`src/rtl/faf_pkg.sv`:
```
package faf_pkg;

   // Rounding direction
   typedef enum logic [1:0] {
      RM_NEAR_EVEN = 2'b00,
      RM_TO_ZERO   = 2'b01,
      RM_TO_POS    = 2'b10,
      RM_TO_NEG    = 2'b11
   } rmode_e;

   // Flag bit positions
   localparam int FLAG_N        = 7;
   localparam int FB_DIVZERO    = 0;
   localparam int FB_INEXACT    = 1;
   localparam int FB_UNDERFLOW  = 2;
   localparam int FB_OVERFLOW   = 3;
   localparam int FB_INVALID    = 4;
   localparam int FB_FLUSH_IN   = 5;
   localparam int FB_FLUSH_OUT  = 6;

endpackage

```
`src/rtl/faf_align.sv`:
```
// Stage 1: decode both operands, flush subnormals, order by magnitude,
// align the smaller mantissa with guard/round/sticky bits.
module faf_align #(
   parameter int EXP_W  = 8,
   parameter int FRAC_W = 23
) (
   input  logic [EXP_W+FRAC_W:0] a,
   input  logic [EXP_W+FRAC_W:0] b,
   output logic                  spec,
   output logic                  spec_inv,
   output logic                  flush_in,
   output logic                  sign_big,
   output logic                  eff_sub,
   output logic [EXP_W-1:0]      exp_big,
   output logic [FRAC_W+3:0]     man_big,
   output logic [FRAC_W+3:0]     man_small
);
   localparam int MANT_W = FRAC_W + 1;
   localparam int AW     = MANT_W + 3;
   localparam int SGN_B  = EXP_W + FRAC_W;

   logic [EXP_W+FRAC_W:0] op [2];
   logic [1:0]            is_nan, is_inf, is_den, sgn;
   logic [EXP_W-1:0]      ex [2];
   logic [MANT_W-1:0]     mn [2];
   logic                  big, sm;
   logic [EXP_W-1:0]      diff;
   logic [2*AW-1:0]       wide;

   assign op[0] = a;
   assign op[1] = b;

   for (genvar i = 0; i < 2; i++) begin : g_dec
      logic [EXP_W-1:0]  e;
      logic [FRAC_W-1:0] f;
      assign e         = op[i][FRAC_W +: EXP_W];
      assign f         = op[i][FRAC_W-1:0];
      assign is_nan[i] = (e == '1) && (f != '0);
      assign is_inf[i] = (e == '1) && (f == '0);
      assign is_den[i] = (e == '0) && (f != '0);
      assign sgn[i]    = op[i][SGN_B];
      assign ex[i]     = e;
      assign mn[i]     = (e == '0) ? '0 : {1'b1, f};
   end

   assign spec     = (|is_nan) || (|is_inf);
   assign spec_inv = (|is_nan) || (is_inf[0] && is_inf[1] && (sgn[0] ^ sgn[1]));
   assign flush_in = |is_den;

   assign big      = ({ex[1], mn[1]} > {ex[0], mn[0]});
   assign sm       = ~big;
   assign eff_sub  = sgn[0] ^ sgn[1];
   assign sign_big = sgn[big];
   assign exp_big  = ex[big];
   assign diff     = ex[big] - ex[sm];
   assign man_big  = {mn[big], 3'b000};

   assign wide = {mn[sm], 3'b000, {AW{1'b0}}} >> diff;

   always_comb begin
      if (int'(diff) >= AW)
         man_small = {{(AW-1){1'b0}}, |mn[sm]};
      else
         man_small = wide[2*AW-1:AW] | {{(AW-1){1'b0}}, |wide[AW-1:0]};
   end

endmodule

```
`src/rtl/faf_normalize.sv`:
```
// Stage 2: effective add or subtract, then normalize so the leading one
// sits at the top bit, adjusting the exponent.
module faf_normalize #(
   parameter int EXP_W  = 8,
   parameter int FRAC_W = 23
) (
   input  logic                            eff_sub,
   input  logic [EXP_W-1:0]                exp_big,
   input  logic [FRAC_W+3:0]               man_big,
   input  logic [FRAC_W+3:0]               man_small,
   output logic                            zero,
   output logic                            tiny,
   output logic signed [EXP_W+1:0]         nexp,
   output logic [FRAC_W+3:0]               nman
);
   localparam int AW   = FRAC_W + 4;
   localparam int SE_W = EXP_W + 2;
   localparam int LZW  = $clog2(AW + 1);

   logic [AW:0]    sum;
   logic [LZW-1:0] lz;

   assign sum  = eff_sub ? ({1'b0, man_big} - {1'b0, man_small})
                         : ({1'b0, man_big} + {1'b0, man_small});
   assign zero = (sum == '0);

   always_comb begin
      lz = LZW'(AW);
      for (int i = 0; i < AW; i++)
         if (sum[i]) lz = LZW'(AW - 1 - i);
   end

   always_comb begin
      if (sum[AW]) begin
         nman = sum[AW:1] | {{(AW-1){1'b0}}, sum[0]};
         nexp = SE_W'(exp_big) + SE_W'(1);
      end else begin
         nman = sum[AW-1:0] << lz;
         nexp = SE_W'(exp_big) - SE_W'(lz);
      end
   end

   assign tiny = !zero && (nexp <= 0);

endmodule

```
`src/rtl/faf_round.sv`:
```
// Stage 3: apply the rounding direction and assemble the flag bits.
module faf_round
   import faf_pkg::*;
#(
   parameter int EXP_W  = 8,
   parameter int FRAC_W = 23
) (
   input  logic [1:0]               rmode,
   input  logic                     sign,
   input  logic signed [EXP_W+1:0]  nexp,
   input  logic [FRAC_W+3:0]        nman,
   input  logic                     zero,
   input  logic                     tiny,
   input  logic                     spec,
   input  logic                     spec_inv,
   input  logic                     flush_in,
   output logic [FLAG_N-1:0]        flags
);
   localparam int MANT_W = FRAC_W + 1;
   localparam int AW     = FRAC_W + 4;
   localparam int SE_W   = EXP_W + 2;
   localparam logic signed [SE_W-1:0] EMAX_S = SE_W'((1 << EXP_W) - 1);

   rmode_e              rm;
   logic                inexact, up, ovf;
   logic [MANT_W:0]     rounded;
   logic signed [SE_W-1:0] rexp;

   assign rm      = rmode_e'(rmode);
   assign inexact = |nman[2:0];

   always_comb begin
      unique case (rm)
         RM_NEAR_EVEN: up = nman[2] && (nman[1] || nman[0] || nman[3]);
         RM_TO_ZERO:   up = 1'b0;
         RM_TO_POS:    up = inexact && !sign;
         RM_TO_NEG:    up = inexact && sign;
         default:      up = 1'b0;
      endcase
   end

   assign rounded = {1'b0, nman[AW-1:3]} + (MANT_W+1)'(up);
   assign rexp    = nexp + SE_W'(rounded[MANT_W]);
   assign ovf     = (rexp >= EMAX_S);

   always_comb begin
      flags              = '0;
      flags[FB_FLUSH_IN] = flush_in;
      if (spec) begin
         flags[FB_INVALID] = spec_inv;
      end else if (zero) begin
         flags[FB_INEXACT] = 1'b0;
      end else if (tiny) begin
         flags[FB_FLUSH_OUT] = 1'b1;
         flags[FB_UNDERFLOW] = 1'b1;
         flags[FB_INEXACT]   = 1'b1;
      end else begin
         flags[FB_OVERFLOW] = ovf;
         flags[FB_INEXACT]  = inexact || ovf;
      end
   end

endmodule

```
`src/rtl/fadd_flag_unit.sv`:
```
// Three-stage pipeline reporting the exception flags of a floating add.
module fadd_flag_unit
   import faf_pkg::*;
#(
   parameter int EXP_W   = 8,
   parameter int FRAC_W  = 23,
   parameter int FLAG_W  = 32,
   parameter int GUARD_W = 32
) (
   input  logic                     clk,
   input  logic                     rst_n,
   input  logic                     in_valid,
   input  logic [GUARD_W-1:0]       in_guard,
   input  logic [EXP_W+FRAC_W:0]    in_a,
   input  logic [EXP_W+FRAC_W:0]    in_b,
   input  logic [1:0]               in_rmode,
   output logic                     out_valid,
   output logic                     out_wr_en,
   output logic [FLAG_W-1:0]        out_flags
);
   localparam int AW   = FRAC_W + 4;
   localparam int SE_W = EXP_W + 2;

   // Elaboration-time parameter checks
   if (FLAG_W < FLAG_N) begin : g_bad_flag_w
      $error("FLAG_W must hold all %0d flag bits", FLAG_N);
   end
   if (FRAC_W < 3 || EXP_W < 3) begin : g_bad_fmt
      $error("operand format too narrow");
   end
   if (GUARD_W < 1) begin : g_bad_guard
      $error("GUARD_W must be at least 1");
   end

   if (GUARD_W > 1) begin : g_guard_hi
      logic unused_guard_hi;
      assign unused_guard_hi = ^in_guard[GUARD_W-1:1];
   end

   // Stage 1 combinational + registers
   logic              c1_spec, c1_inv, c1_fin, c1_sgn, c1_sub;
   logic [EXP_W-1:0]  c1_exp;
   logic [AW-1:0]     c1_mbig, c1_msm;

   faf_align #(.EXP_W(EXP_W), .FRAC_W(FRAC_W)) u_align (
      .a(in_a), .b(in_b),
      .spec(c1_spec), .spec_inv(c1_inv), .flush_in(c1_fin),
      .sign_big(c1_sgn), .eff_sub(c1_sub), .exp_big(c1_exp),
      .man_big(c1_mbig), .man_small(c1_msm)
   );

   logic              v1, g1, spec1, inv1, fin1, sgn1, sub1;
   logic [1:0]        rm1;
   logic [EXP_W-1:0]  exp1;
   logic [AW-1:0]     mbig1, msm1;

   always_ff @(posedge clk or negedge rst_n) begin
      if (!rst_n) v1 <= 1'b0;
      else        v1 <= in_valid;
   end

   always_ff @(posedge clk) begin
      g1    <= in_guard[0];
      rm1   <= in_rmode;
      spec1 <= c1_spec;
      inv1  <= c1_inv;
      fin1  <= c1_fin;
      sgn1  <= c1_sgn;
      sub1  <= c1_sub;
      exp1  <= c1_exp;
      mbig1 <= c1_mbig;
      msm1  <= c1_msm;
   end

   // Stage 2
   logic                   c2_zero, c2_tiny;
   logic signed [SE_W-1:0] c2_nexp;
   logic [AW-1:0]          c2_nman;

   faf_normalize #(.EXP_W(EXP_W), .FRAC_W(FRAC_W)) u_norm (
      .eff_sub(sub1), .exp_big(exp1), .man_big(mbig1), .man_small(msm1),
      .zero(c2_zero), .tiny(c2_tiny), .nexp(c2_nexp), .nman(c2_nman)
   );

   logic                   v2, g2, spec2, inv2, fin2, sgn2, zero2, tiny2;
   logic [1:0]             rm2;
   logic signed [SE_W-1:0] nexp2;
   logic [AW-1:0]          nman2;

   always_ff @(posedge clk or negedge rst_n) begin
      if (!rst_n) v2 <= 1'b0;
      else        v2 <= v1;
   end

   always_ff @(posedge clk) begin
      g2    <= g1;
      rm2   <= rm1;
      spec2 <= spec1;
      inv2  <= inv1;
      fin2  <= fin1;
      sgn2  <= sgn1;
      zero2 <= c2_zero;
      tiny2 <= c2_tiny;
      nexp2 <= c2_nexp;
      nman2 <= c2_nman;
   end

   // Stage 3
   logic [FLAG_N-1:0] c3_flags;
   logic [FLAG_W-1:0] c3_wide;

   faf_round #(.EXP_W(EXP_W), .FRAC_W(FRAC_W)) u_round (
      .rmode(rm2), .sign(sgn2), .nexp(nexp2), .nman(nman2),
      .zero(zero2), .tiny(tiny2), .spec(spec2), .spec_inv(inv2),
      .flush_in(fin2), .flags(c3_flags)
   );

   if (FLAG_W > FLAG_N) begin : g_pad
      assign c3_wide = {{(FLAG_W-FLAG_N){1'b0}}, c3_flags};
   end else begin : g_exact
      assign c3_wide = c3_flags;
   end

   always_ff @(posedge clk or negedge rst_n) begin
      if (!rst_n) begin
         out_valid <= 1'b0;
         out_wr_en <= 1'b0;
      end else begin
         out_valid <= v2;
         out_wr_en <= v2 && g2;
      end
   end

   always_ff @(posedge clk) out_flags <= c3_wide;

endmodule

```
`config.mk`:
```
export PLATFORM = sky130hd
export DESIGN_NAME = fadd_flag_unit
export DESIGN_NICKNAME = d
export VERILOG_FILES = /design/src/rtl/faf_pkg.sv /design/src/rtl/faf_align.sv /design/src/rtl/faf_normalize.sv /design/src/rtl/faf_round.sv /design/src/rtl/fadd_flag_unit.sv
export SDC_FILE = /design/constraint.sdc
export NUM_CORES = 1
export LEC_CHECK = 0
export ABC_CLOCK_PERIOD_IN_PS = 6300
export BUFFER_PORTS_ARGS = -buffer_cell sky130_fd_sc_hd__buf_4
export CAP_MARGIN = 30
export CORE_MARGIN = 1
export CORE_UTILIZATION = 30
export CTS_BUF_LIST = sky130_fd_sc_hd__clkbuf_4 sky130_fd_sc_hd__clkbuf_8
export CTS_CLUSTER_DIAMETER = 50
export DETAILED_ROUTE_END_ITERATION = 12
export PLACE_DENSITY = 0.51
export SLEW_MARGIN = 20
export SYNTH_ARGS = -nofsm -noshare
export SYNTH_HDL_FRONTEND = slang
export SYNTH_SLANG_ARGS = --single-unit
export TNS_END_PERCENT = 30
```
`constraint.sdc`:
```
create_clock -name clk -period 6.3 [get_ports clk]
set_input_delay 0.315 -clock clk [delete_from_list [all_inputs] [get_ports clk]]
set_output_delay 0.315 -clock clk [all_outputs]
set_load 0.05 [all_outputs]
```
==> PnR_summary.wiki, run 1 <==
{| class="wikitable"
! Metric !! Value
|-
| Count of pins on the block boundary || approximately 140
|-
| Final min period || just under 6 ns
|-
| Relative slew margins || 46.0%
|-
| Hold wc startpoint || in_a[31]
|-
| Leakage || about 6.5 nW
|-
| Worst hold stages || 2
|-
| Clock-pin slew on the worst setup and hold paths || 0.09 ns
|-
| Arrival time reported for the critical path endpoint || 6.21 ns
|-
| DRC errors left || 0
|-
| Net count of the finished layout || around 2.0k
|-
| Chip width || just over 200 um
|-
| Transition time of the tightest slew-check pin || between 0.8 and 0.9 ns
|-
| Critical path class || primary input to flip-flop
|-
| Post-detailed-route via-to-cell ratio || 5.48
|-
| Wire length of the first global-routing pass || roughly 66000 um
|-
| Crit path from || in_b[28]
|-
| Data required, critical path || ~6.6 ns
|-
| H-tree level count || 4
|-
| Clock Skew || roughly 0.017 ns
|-
| DR WL/cell || between 15 and 20 um
|-
| Crit path cell chain || buf_4, nor4_1, nand2_1, buf_4, nand2_1, inv_1, ha_1, nand4_1, nor4_1, buf_4, a221o_1, o211a_1, or2_2, nor2_1, a21oi_1, ha_1, buf_4, mux4_2, o21bai_1, mux4_2, o311a_1, a221oi_1, o21ai_0, or4_1
|-
| FMAX || 0.170 GHz
|-
| Clock tree from TritonCTS || yes
|-
| Largest fanout on the critical path || 25
|-
| Fraction of registers with async set/reset || 3.28%
|-
| Reg-to-reg setup timing slack || between 0.4 and 0.5 ns
|-
| TritonCTS buffer count || 17
|-
| Die boundary height || ~200 um
|-
| Average instance area after synthesis || 7.72 um^2
|-
| Type of the worst min-delay path || primary input to flip-flop
|-
| Cell with the largest stage delay on the worst path || ha_1
|-
| Post-synthesis instance area || about 12000 um^2
|-
| Total of endpoints with negative setup slack in the final report || 0
|-
| Register area share after synthesis || between 10% and 20%
|-
| Critical Path Start Type || primary input
|-
| Startpoint of the lowest-slack register-to-register path || msm1[4]
|-
| Number of antenna violations at the first check in global routing || 0
|-
| Number of enable-type register cells in the synthesized netlist || 0
|-
| DRT Pass-1 Iters || 5
|-
| Final clock period utilization by the worst path || between 90 and 100%
|-
| CP most frequent cell || buf_4
|-
| Number of synthesized register bits || 122
|-
| Number of clock sinks || 122
|-
| Number of distinct library cells after synthesis || 93
|-
| Max VDD drop || around 0.12 mV
|-
| Aggregate negative setup slack || 0 ns
|-
| Grt total ovfl || 0
|-
| Area grow syn2layout || 19.8%
|-
| Core region area || between 40000 and 50000 um^2
|-
| Critical path endpoint category || flip-flop
|-
| Number of nets still failing antenna checks after routing || 0
|-
| Number of instances in the synthesized netlist || approximately 1.6k
|-
| Largest net degree at the start of global routing || between 50 and 60
|-
| Final core utilization || a little under two fifths
|-
| Maximum number of buffers from clock root to sink || 2
|-
| Latest clock arrival within the worst-skew pair || 0.47 ns
|-
| Routed via count || approximately 13k
|-
| Input/output buffers || 77
|-
| Count of standard-cell rows || between 70 and 80
|-
| Number of cell instances on the worst register-to-register path || 26
|-
| Hold violation count in the final report || 0
|-
| Total die area || 41900 um^2
|-
| Maximum cell stage delay along the critical path || 0.58 ns
|-
| Starting Density || a little under a third
|-
| Via count of the first global-routing pass || between 10k and 15k
|-
| Number of max-slew violations in the final report || 0
|-
| Number of diodes added for antenna fixing || 0
|-
| Total wire length after detailed routing || 41500 um
|-
| Total routing usage reported by global routing || ~20%
|-
| CTS Root Cell || clkbuf_8
|-
| Drt first-iter violations || ~890
|-
| Routability-driven placement congestion ratio || between 0.9 and 1
|-
| RSZ-0062 raised after global routing || false
|-
| HPWL after DPL || roughly 34000 um
|-
| Maximum Capacitance Violations || 0
|-
| Status || complete, no violations
|-
| End point of the worst hold path || sub1
|-
| Power density of the placed cells || 281 nW/um^2
|-
| Most used DFF post-synth || dfxtp_1
|-
| Fillers || approximately 4.2k
|-
| Capture point of the worst reg-to-reg path || tiny2
|-
| Yosys synthesis warning count || 0
|-
| Share of cells above drive strength 1 || approximately a fifth
|}
-- cells in the final DEF, fill, tap and decap left out, drive strengths merged, types with 14 or more instances in the layout --
cell and instances:
dfxtp 118, a21oi 98, clkbuf 17, nand3 42
conb 26, nand4 28, nor2 127, a211oi 22
ha 93, nand2 170, mux4 34, inv 124
mux2 19, buf 228, nand2b 15, xnor2 32
o21ai 106, a21o 26, mux2i 60, nor4 29
o211ai 22, nor3 55, a31oi 14
-- layout make-up --
cell class | instances | area, um^2 | area share (%)
multi-input cells | 1269 | 9000 | 61.0
flip-flops and latches | 122 | 2460 | 16.7
repair buffers | 233 | 1800 | 12.2
well taps | 525 | 657 | 4.45
inverters | 117 | 439 | 2.98
clock buffers | 17 | 234 | 1.59
clock inverters | 15 | 163 | 1.10
-- worst max-delay path by stage --
| stage | endpoint | cells after the start |
|---|---|---|
| after detailed placement | msm1[9] | 26 |
| after CTS | msm1[9] | 26 |
| after global placement | msm1[9] | 26 |
| after floorplan | msm1[0] | 28 |
| final | msm1[0] | 24 |
| after global routing | tiny2 | 26 |
-- synth_stat cells (10+ instances only) --
| cell | number | area, um^2 |
|---|---|---|
| a211oi_1 | 21 | 158 |
| a21o_1 | 26 | 195 |
| a21oi_1 | 98 | 490 |
| a31oi_1 | 14 | 87.6 |
| and2_1 | 11 | 68.8 |
| and3_1 | 12 | 75.1 |
| buf_2 | 11 | 55.1 |
| buf_4 | 28 | 210 |
| clkbuf_1 | 63 | 236 |
| dfxtp_1 | 118 | 2360 |
| ha_1 | 93 | 1160 |
| inv_1 | 112 | 420 |
| mux2_2 | 18 | 203 |
| mux2i_1 | 60 | 601 |
| mux4_2 | 34 | 766 |
| nand2_1 | 170 | 638 |
| nand2b_1 | 15 | 93.8 |
| nand3_1 | 42 | 210 |
| nand4_1 | 28 | 175 |
| nor2_1 | 126 | 473 |
| nor2b_1 | 12 | 75.1 |
| nor3_1 | 54 | 270 |
| nor4_1 | 29 | 181 |
| o211ai_1 | 22 | 165 |
| o21ai_0 | 102 | 510 |
| o21bai_1 | 11 | 82.6 |
| o22ai_1 | 12 | 75.1 |
| o31ai_1 | 10 | 75.1 |
| or3_1 | 11 | 68.8 |
| xnor2_1 | 31 | 272 |
| xor2_1 | 12 | 105 |
-- kinds of logic after synthesis --
| family | Yosys count | share of synthesized area, % |
|---|---|---|
| other | 1 | 0.0304 |
| buffers and inverters | 229 | 8.27 |
| multiplexers | 113 | 12.8 |
| flip-flops | 122 | 20.0 |
| adder cells (fa/ha/maj) | 95 | 9.77 |
| XOR/XNOR | 44 | 3.19 |
| AND/OR/NAND/NOR | 545 | 21.2 |
| AO/OA/AOI/OAI | 446 | 24.8 |
-- routing by layer --
metal / global-route usage [%] / part of all wire (%) / wire [um]
met1: 26.2 / 45 / 18800
met2: 32.8 / 47 / 19400
met4: 8.29 / 3.4 / 1420
met3: 2.43 / 4.7 / 1950
met5: 0 / 0 / 0
-- state kept, by name, summed over array words and instances (netlist names), 2 cells and up --
| signal | cells |
|---|---|
| nexp2 | 10 |
| rm2 | 2 |
| exp1 | 8 |
| msm1 | 27 |
| out_flags | 5 |
| mbig1 | 24 |
| nman2 | 27 |
| rm1 | 2 |
-- metrics by stage --
stage	power [W]	setup WS, ns	hold slack [ns]	instance area, um^2	instances
2_1_floorplan	0.00264	0.0131	0.0194	12400	1620
3_3_place_gp	0.00340	-0.149	0.114	14200	2257
3_5_place_dp	0.00341	-0.222	0.115	14200	2257
4_1_cts	0.00413	0.277	0.00273	14700	2294
5_1_grt	0.00444	0.00155	0.0124	14800	2298
6_report	0.00415	0.423	0.0467	14800	2298
-- worst max-delay path, delay by kind of cell --
| family | cells | cell delay, ns |
|---|---|---|
| AOI/OAI and AO/OA | 7 | 1.48 |
| adders and majority gates | 2 | 0.88 |
| and+or+nand+nor | 8 | 1.82 |
| muxes | 2 | 0.82 |
| buffers and inverters | 5 | 0.87 |
-- power breakdown --
group / internal (W) / total (W) / switching [W]
combinational: 0.000999 / 0.00245 / 0.00145
clock: 0.000358 / 0.000696 / 0.000337
sequential: 0.000924 / 0.00100 / 0.0000752
-- timing repair --
item	in CTS	in global routing
endpoints found under the setup margin	0	3
gates resized for setup	0	8
hold buffers	5	0
buffers inserted	0	4
endpoints found under the hold margin	8	0
Power figures use the tool's default switching activity.
==> run 2, diff against run 1 <==
Settings changed: ABC_AREA set to 1.
==> run 2 against run 1 <==
- worst setup slack better by 0.32 ns
- register-to-register slack gained 0.26 ns
- hold slack gained 0.011 ns
- combinational power rose by 6%
- sequential power about the same
- synthesized cell count up 24%
- clock power is 12% lower
- wire length rose by 3.4%
- critical path type is now flip-flop to flip-flop
==> PnR_summary.wiki, run 2 <==
{| class="wikitable"
! Metric !! Value
|-
| Post-CTS sizing || 0
|-
| Count of standard-cell rows || between 70 and 80
|-
| Most used DFF post-synth || dfxtp_1
|-
| Aggregate negative setup slack || 0 ns
|-
| Clock-pin slew on the worst setup and hold paths || 0.10 ns
|-
| Yosys synthesis warning count || 0
|-
| Commonest non-fill, non-tap cell in the layout || nand2_1
|-
| Chip width || a little over 200 um
|-
| Maximum number of buffers from clock root to sink || 2
|-
| Cell with the largest stage delay on the worst path || dfxtp_1
|-
| Post-synthesis instance area || 11900 um^2
|-
| Maximum cell stage delay along the critical path || between 0.5 and 0.6 ns
|-
| Fillers || between 4k and 5k
|-
| Capture point of the worst reg-to-reg path || tiny2
|-
| Number of cell instances on the worst register-to-register path || 33
|-
| Final setup slack of the worst path || 0.741 ns
|-
| Top cell type's share of synthesized area || between 10% and 20%
|-
| Arrival time reported for the critical path endpoint || between 5 and 6 ns
|-
| Top-count cell post-synth || nand2_1
|-
| H-tree level count || 4
|-
| Top library cells by usage in the layout, fill and taps aside || nand2_1 (579), nand3_1 (342), inv_1 (202)
|-
| DRC errors left || 0
|-
| Largest registers || msm1 (27), nman2 (27), mbig1 (24)
|-
| Number of instances in the synthesized netlist || 1985
|-
| Drt first-iter violations || around 1.0k
|-
| Transition time of the tightest slew-check pin || 0.848 ns
|-
| Startpoint of the lowest-slack register-to-register path || mbig1[8]
|-
| Post-detailed-route via-to-cell ratio || between 5 and 6
|-
| Number of max-slew violations in the final report || 0
|-
| Combined flip-flop and latch cell area || roughly 2500 um^2
|-
| Number of antenna violations at the first check in global routing || 1
|-
| Relative slew margins || around 43%
|-
| CTS Root Cell || clkbuf_8
|-
| Input/output buffers || 77
|-
| Wire length of the first global-routing pass || about 66000 um
|-
| Latest clock arrival within the worst-skew pair || approximately 0.5 ns
|-
| Worst hold stages || 2
|-
| RSZ-0062 raised after global routing || false
|-
| Largest fanout on the critical path || 7
|-
| DRT Pass-1 Iters || 6
|-
| Switching Fraction || between 50% and 60%
|-
| Setup WS pre-CTS || 0.681 ns
|-
| Number of nets still failing antenna checks after routing || 0
|-
| Starting Density || around 30%
|-
| Clock tree from TritonCTS || yes
|-
| Type of the worst min-delay path || primary input to flip-flop
|-
| Largest net degree at the start of global routing || 33
|-
| Data required, critical path || approximately 6.7 ns
|-
| Total routing usage reported by global routing || about a fifth
|-
| Average instance area after synthesis || between 6 and 7 um^2
|-
| Top cell type by total area after synthesis || dfxtp_1
|-
| Number of distinct library cells after synthesis || between 50 and 60
|-
| Cells taking the most area after synthesis || dfxtp_1 (20%), nand2_1 (18%), nand3_1 (14%), ha_1 (9.7%), inv_1 (6.4%)
|-
| Maximum Capacitance Violations || 0
|-
| Final clock period utilization by the worst path || between 80% and 90%
|-
| Total die area || 40600 um^2
|-
| Number of diodes added for antenna fixing || 0
|-
| Share of cells above drive strength 1 || 8.92%
|-
| Status || complete, no violations
|-
| Total wire length after detailed routing || approximately 43000 um
|-
| Final min period || 5.56 ns
|-
| Fraction of power consumed by sequential logic || between 20% and 30%
|-
| Die boundary height || between 200 and 250 um
|-
| TritonCTS buffer count || 17
|-
| Count of pins on the block boundary || around 140
|-
| Comb power frac || approximately 61%
|-
| NetSw || about 0.0022 W
|-
| DR WL/cell || roughly 17 um
|-
| Number of synthesized register bits || 122
|-
| Clock Skew || approximately 0.036 ns
|-
| Max VDD drop || ~0.13 mV
|-
| Grt total ovfl || 0
|-
| Critical path endpoint category || flip-flop
|-
| Final core utilization || 34.0%
|-
| Net count of the finished layout || ~2.2k
|-
| Share of total power in the clock network || between 10% and 20%
|-
| Leakage || 6.79 nW
|-
| Core region area || 38900 um^2
|-
| Number of enable-type register cells in the synthesized netlist || 0
|-
| Total of endpoints with negative setup slack in the final report || 0
|-
| Critical Path Start Type || flip-flop
|-
| Hold violation count in the final report || 0
|-
| HPWL after DPL || approximately 35000 um
|-
| Reg-to-reg setup timing slack || approximately 0.74 ns
|-
| Multi-input gate area || slightly above 8000 um^2
|-
| Area grow syn2layout || 10.9%
|-
| CP most frequent cell || nand2_1
|-
| Number of clock sinks || 122
|-
| Routed via count || between 10k and 15k
|-
| End point of the worst hold path || sub1
|-
| FMAX || 0.180 GHz
|-
| Fraction of registers with async set/reset || 3.28%
|-
| Register area share after synthesis || about a fifth
|-
| Critical path class || flip-flop to flip-flop
|-
| Via count of the first global-routing pass || ~12k
|-
| P_int || 0.00204 W
|-
| Hold wc startpoint || in_a[31]
|-
| Power density of the placed cells || 320 nW/um^2
|-
| Routability-driven placement congestion ratio || around 0.93
|-
| Most frequent cells after synthesis || nand2_1 (579), nand3_1 (342), inv_1 (202)
|}
## run 2: stage by stage
stage	hold WS [ns]	instance area (um^2)	cells	total power (W)
after floorplan	0.0194	12000	2010	0.00292
after global placement	0.111	12800	2524	0.00360
after detailed placement	0.113	12800	2524	0.00361
after CTS	0.0246	13200	2557	0.00423
after global routing	0.0304	13200	2558	0.00462
final	0.0576	13200	2558	0.00423
## run 2: how the worst max path moves through the flow
stage | startpoint | to | cells after the start
2_1_floorplan | msm1[4] | tiny2 | 33
3_3_place_gp | in_a[25] | msm1[0] | 35
3_5_place_dp | in_a[24] | msm1[0] | 36
4_1_cts | mbig1[4] | tiny2 | 33
5_1_grt | msm1[4] | tiny2 | 34
6_report | mbig1[8] | tiny2 | 33
## run 2: kinds of logic (layout without fill, tap and decap cells)
family	Yosys count	after routing	synth area share, %
AO/OA/AOI/OAI	246	246	11.7
XOR/XNOR	28	28	2.34
adder cells (fa/ha/maj)	95	95	10.1
buffers and inverters	321	351	11.9
flip-flops	122	122	20.6
multiplexers	2	2	0.168
other	1	26	0.0314
AND/OR/NAND/NOR	1170	1170	43.2
## run 2: cell type report
class / instances / share of cell area, %
clock buffers: 21 / 2.14
clock inverters: 7 / 0.369
inverters: 214 / 6.07
multi-input cells: 1567 / 61.6
flip-flops and latches: 122 / 18.6
well taps: 518 / 4.90
repair buffers: 109 / 6.33
## run 2: critical path, delay by kind of cell, from the launching register on
family	cells	cell delay, ns
buf+inv	6	0.46
xor+xnor	2	0.66
compound gates	13	2.10
flops	1	0.57
fa+ha+maj	3	0.90
simple gates	9	0.73
## run 2: what timing repair did
item | CTS | global route
hold buffers | 5 | 0
buffers inserted | 0 | 0
hold endpoints to repair | 8 | 0
endpoints found under the setup margin | 0 | 0
## run 2: routing by layer
metal  track usage [%]  part of all wire [%]  vias to the layer above
met4              8.79                   3.7                        2
met2              34.1                    47                      395
met3              4.13                   5.4                       78
li1                  -                     -                     6610
met5                 0                 0.028                        -
met1              26.7                    44                     5985
## run 2: power groups by stage
stage | registers, W | clock network, W | logic, W
after global placement | 0.00104 | 0 | 0.00256
after detailed placement | 0.00105 | 0 | 0.00256
after floorplan | 0.00103 | 0 | 0.00189
after CTS | 0.00103 | 0.000631 | 0.00257
final | 0.00103 | 0.000614 | 0.00259
after global routing | 0.00105 | 0.000664 | 0.00291
==> run 3, diff against run 2 <==
Settings changed: ABC_AREA 1 to unset, GPL_ROUTABILITY_DRIVEN set to 0.
==> run 3 against run 2 <==
- sequential cell count stayed put
- first-iteration DRC count down 0.20%
- power is 2.1% lower
- worst setup slack got worse by 0.34 ns
- die area is 3.2% higher
- global-route usage shrank 1.5 points
- wire length shrank 3.9%
- hold slack worse by 0.012 ns
- utilization increased by 2.9 points
- cell count decreased by 9.9%
==> PnR_summary.wiki, run 3 (synthesized netlist as in run 1, its figures left out) <==
{| class="wikitable"
! Metric !! Value
|-
| Status || complete, no violations
|-
| Cell with the largest stage delay on the worst path || nor3_4
|-
| Largest net degree at the start of global routing || 56
|-
| Fillers || between 4k and 5k
|-
| Commonest non-fill, non-tap cell in the layout || buf_4
|-
| Core region area || roughly 40000 um^2
|-
| DRC errors left || 0
|-
| Critical path class || primary input to flip-flop
|-
| Maximum Capacitance Violations || 0
|-
| Wire length of the first global-routing pass || 64400 um
|-
| CTS Root Cell || clkbuf_8
|-
| Maximum cell stage delay along the critical path || 0.55 ns
|-
| Post-detailed-route via-to-cell ratio || between 5 and 6
|-
| Transition time of the tightest slew-check pin || between 0.7 and 0.8 ns
|-
| Clock tree from TritonCTS || yes
|-
| Share of cells above drive strength 1 || 20.1%
|-
| Chip width || 205 um
|-
| Finished Layout Cells || ~2.3k
|-
| Data required, critical path || 6.64 ns
|-
| Count of standard-cell rows || 73
|-
| FMAX || ~0.17 GHz
|-
| Total routing usage reported by global routing || roughly a fifth
|-
| Largest fanout on the critical path || 25
|-
| CP bufs+invs || 6
|-
| H-tree level count || 4
|-
| Number of clock sinks || about 120
|-
| Final clock period utilization by the worst path || approximately 94%
|-
| CP most frequent cell || buf_4
|-
| Number of nets still failing antenna checks after routing || 0
|-
| Number of antenna violations at the first check in global routing || 0
|-
| Final core utilization || between 30% and 40%
|-
| Hold wc startpoint || in_a[31]
|-
| Routed via count || between 10k and 15k
|-
| Net count of the finished layout || around 2k
|-
| Total power draw || around 0.0041 W
|-
| Total die area || between 40000 and 50000 um^2
|-
| Hold violation count in the final report || 0
|-
| Count of pins on the block boundary || approximately 140
|-
| Relative slew margins || roughly half
|-
| HPWL after DPL || ~34000 um
|-
| Cell total after placement || between 2k and 2.5k
|-
| Type of the worst min-delay path || primary input to flip-flop
|-
| Via count of the first global-routing pass || around 12k
|-
| Starting Density || just over 30%
|-
| Max VDD drop || between 0.1 and 0.15 mV
|-
| Capture point of the worst reg-to-reg path || tiny2
|-
| Number of max-slew violations in the final report || 0
|-
| Grt total ovfl || 0
|-
| Power density of the placed cells || 280 nW/um^2
|-
| Startpoint of the lowest-slack register-to-register path || msm1[4]
|-
| RSZ-0062 raised after global routing || true
|-
| Final setup slack of the worst path || between 0.4 and 0.5 ns
|-
| Setup WS pre-CTS || -0.323 ns
|-
| Latest clock arrival within the worst-skew pair || approximately 0.48 ns
|-
| Critical path endpoint category || flip-flop
|-
| Clock Skew || ~0.018 ns
|-
| Worst hold stages || 2
|-
| Die boundary height || between 200 and 250 um
|-
| End point of the worst hold path || sub1
|-
| Reg-to-reg setup timing slack || 0.41 ns
|-
| Input/output buffers || 77
|-
| DR WL/cell || 17.9 um
|-
| Worst path top cell family by delay || simple AND/OR/NAND/NOR gates
|-
| Area grow syn2layout || 20.2%
|-
| Total wire length after detailed routing || between 40000 and 50000 um
|-
| Arrival time reported for the critical path endpoint || 6.24 ns
|-
| Drt first-iter violations || 1008
|-
| Top library cells by usage in the layout, fill and taps aside || buf_4 (231), nand2_1 (170), nor2_1 (125)
|-
| Total of endpoints with negative setup slack in the final report || 0
|-
| Critical Path Start Type || primary input
|-
| DRT Pass-1 Iters || 7
|-
| Number of cell instances on the worst register-to-register path || 24
|-
| Crit path from || in_b[28]
|-
| Clock-pin slew on the worst setup and hold paths || approximately 0.09 ns
|-
| Maximum number of buffers from clock root to sink || 2
|-
| Largest registers || msm1 (27), nman2 (27), mbig1 (24)
|-
| Final min period || approximately 5.9 ns
|-
| Leakage || approximately 6.5 nW
|-
| TritonCTS buffer count || 17
|}
-- run 3: cell count changes in the layout (fill, tap and decap cells not counted), sizes merged, moves of 18 or more --
cell	before	now
nor3	14	55
nand3	347	42
a21o	8	26
nand4	50	28
nand2	588	170
buf	104	233
mux2	0	19
xnor2	2	32
mux4	0	34
inv	212	123
mux2i	2	60
a211oi	0	22
-- run 3: final cells by class --
type,instances,area [um^2],share of cell area [%]
sequential,122,2460,16.6
inverter,117,439,2.97
clock buffer,18,241,1.63
clock inverter,14,161,1.09
tap,525,657,4.44
multi-input combinational,1269,9010,60.8
timing repair buffer,239,1840,12.4
antenna,1,2.50,0.0169
-- run 3: how the worst max path moves through the flow --
stage	end	slack (ns)	cells past startpoint
2_1_floorplan	msm1[0]	0.01	28
3_3_place_gp	msm1[9]	-0.29	28
3_5_place_dp	msm1[9]	-0.32	28
4_1_cts	msm1[9]	0.16	28
5_1_grt	msm1[0]	-0.005	27
6_report	msm1[0]	0.40	27
-- run 3: per-stage QoR --
step / setup TNS (ns) / instance area, um^2 / hold slack, ns
after CTS: 0 / 14700 / 0.0169
after detailed placement: -0.387 / 14300 / 0.115
after floorplan: 0 / 12400 / 0.0194
after global routing: -0.00534 / 14800 / 0.0301
after global placement: -0.357 / 14300 / 0.113
final: 0 / 14800 / 0.0453
-- run 3: what timing repair did --
item                                    in CTS  in global routing
buffers inserted                             0                  1
hold endpoints to repair                     8                  0
hold buffers                                 5                  0
gates resized for setup                      0                  7
endpoints found under the setup margin       0                  2
-- run 3: power breakdown --
| part | switching, W | internal [W] | leakage, nW | total [W] |
|---|---|---|---|---|
| registers | 0.0000770 | 0.000924 | 1.03 | 0.00100 |
| clock network | 0.000342 | 0.000363 | 0.189 | 0.000705 |
| logic | 0.00144 | 0.00100 | 5.32 | 0.00244 |
-- run 3: metal layers --
layer | global-route usage, % | share of wire, % | vias up
met5 | 0 | 0 | -
met4 | 7.52 | 3.0 | 0
met3 | 2.13 | 4.7 | 86
met2 | 31.7 | 46 | 430
met1 | 26.1 | 46 | 5874
li1 | - | - | 6162
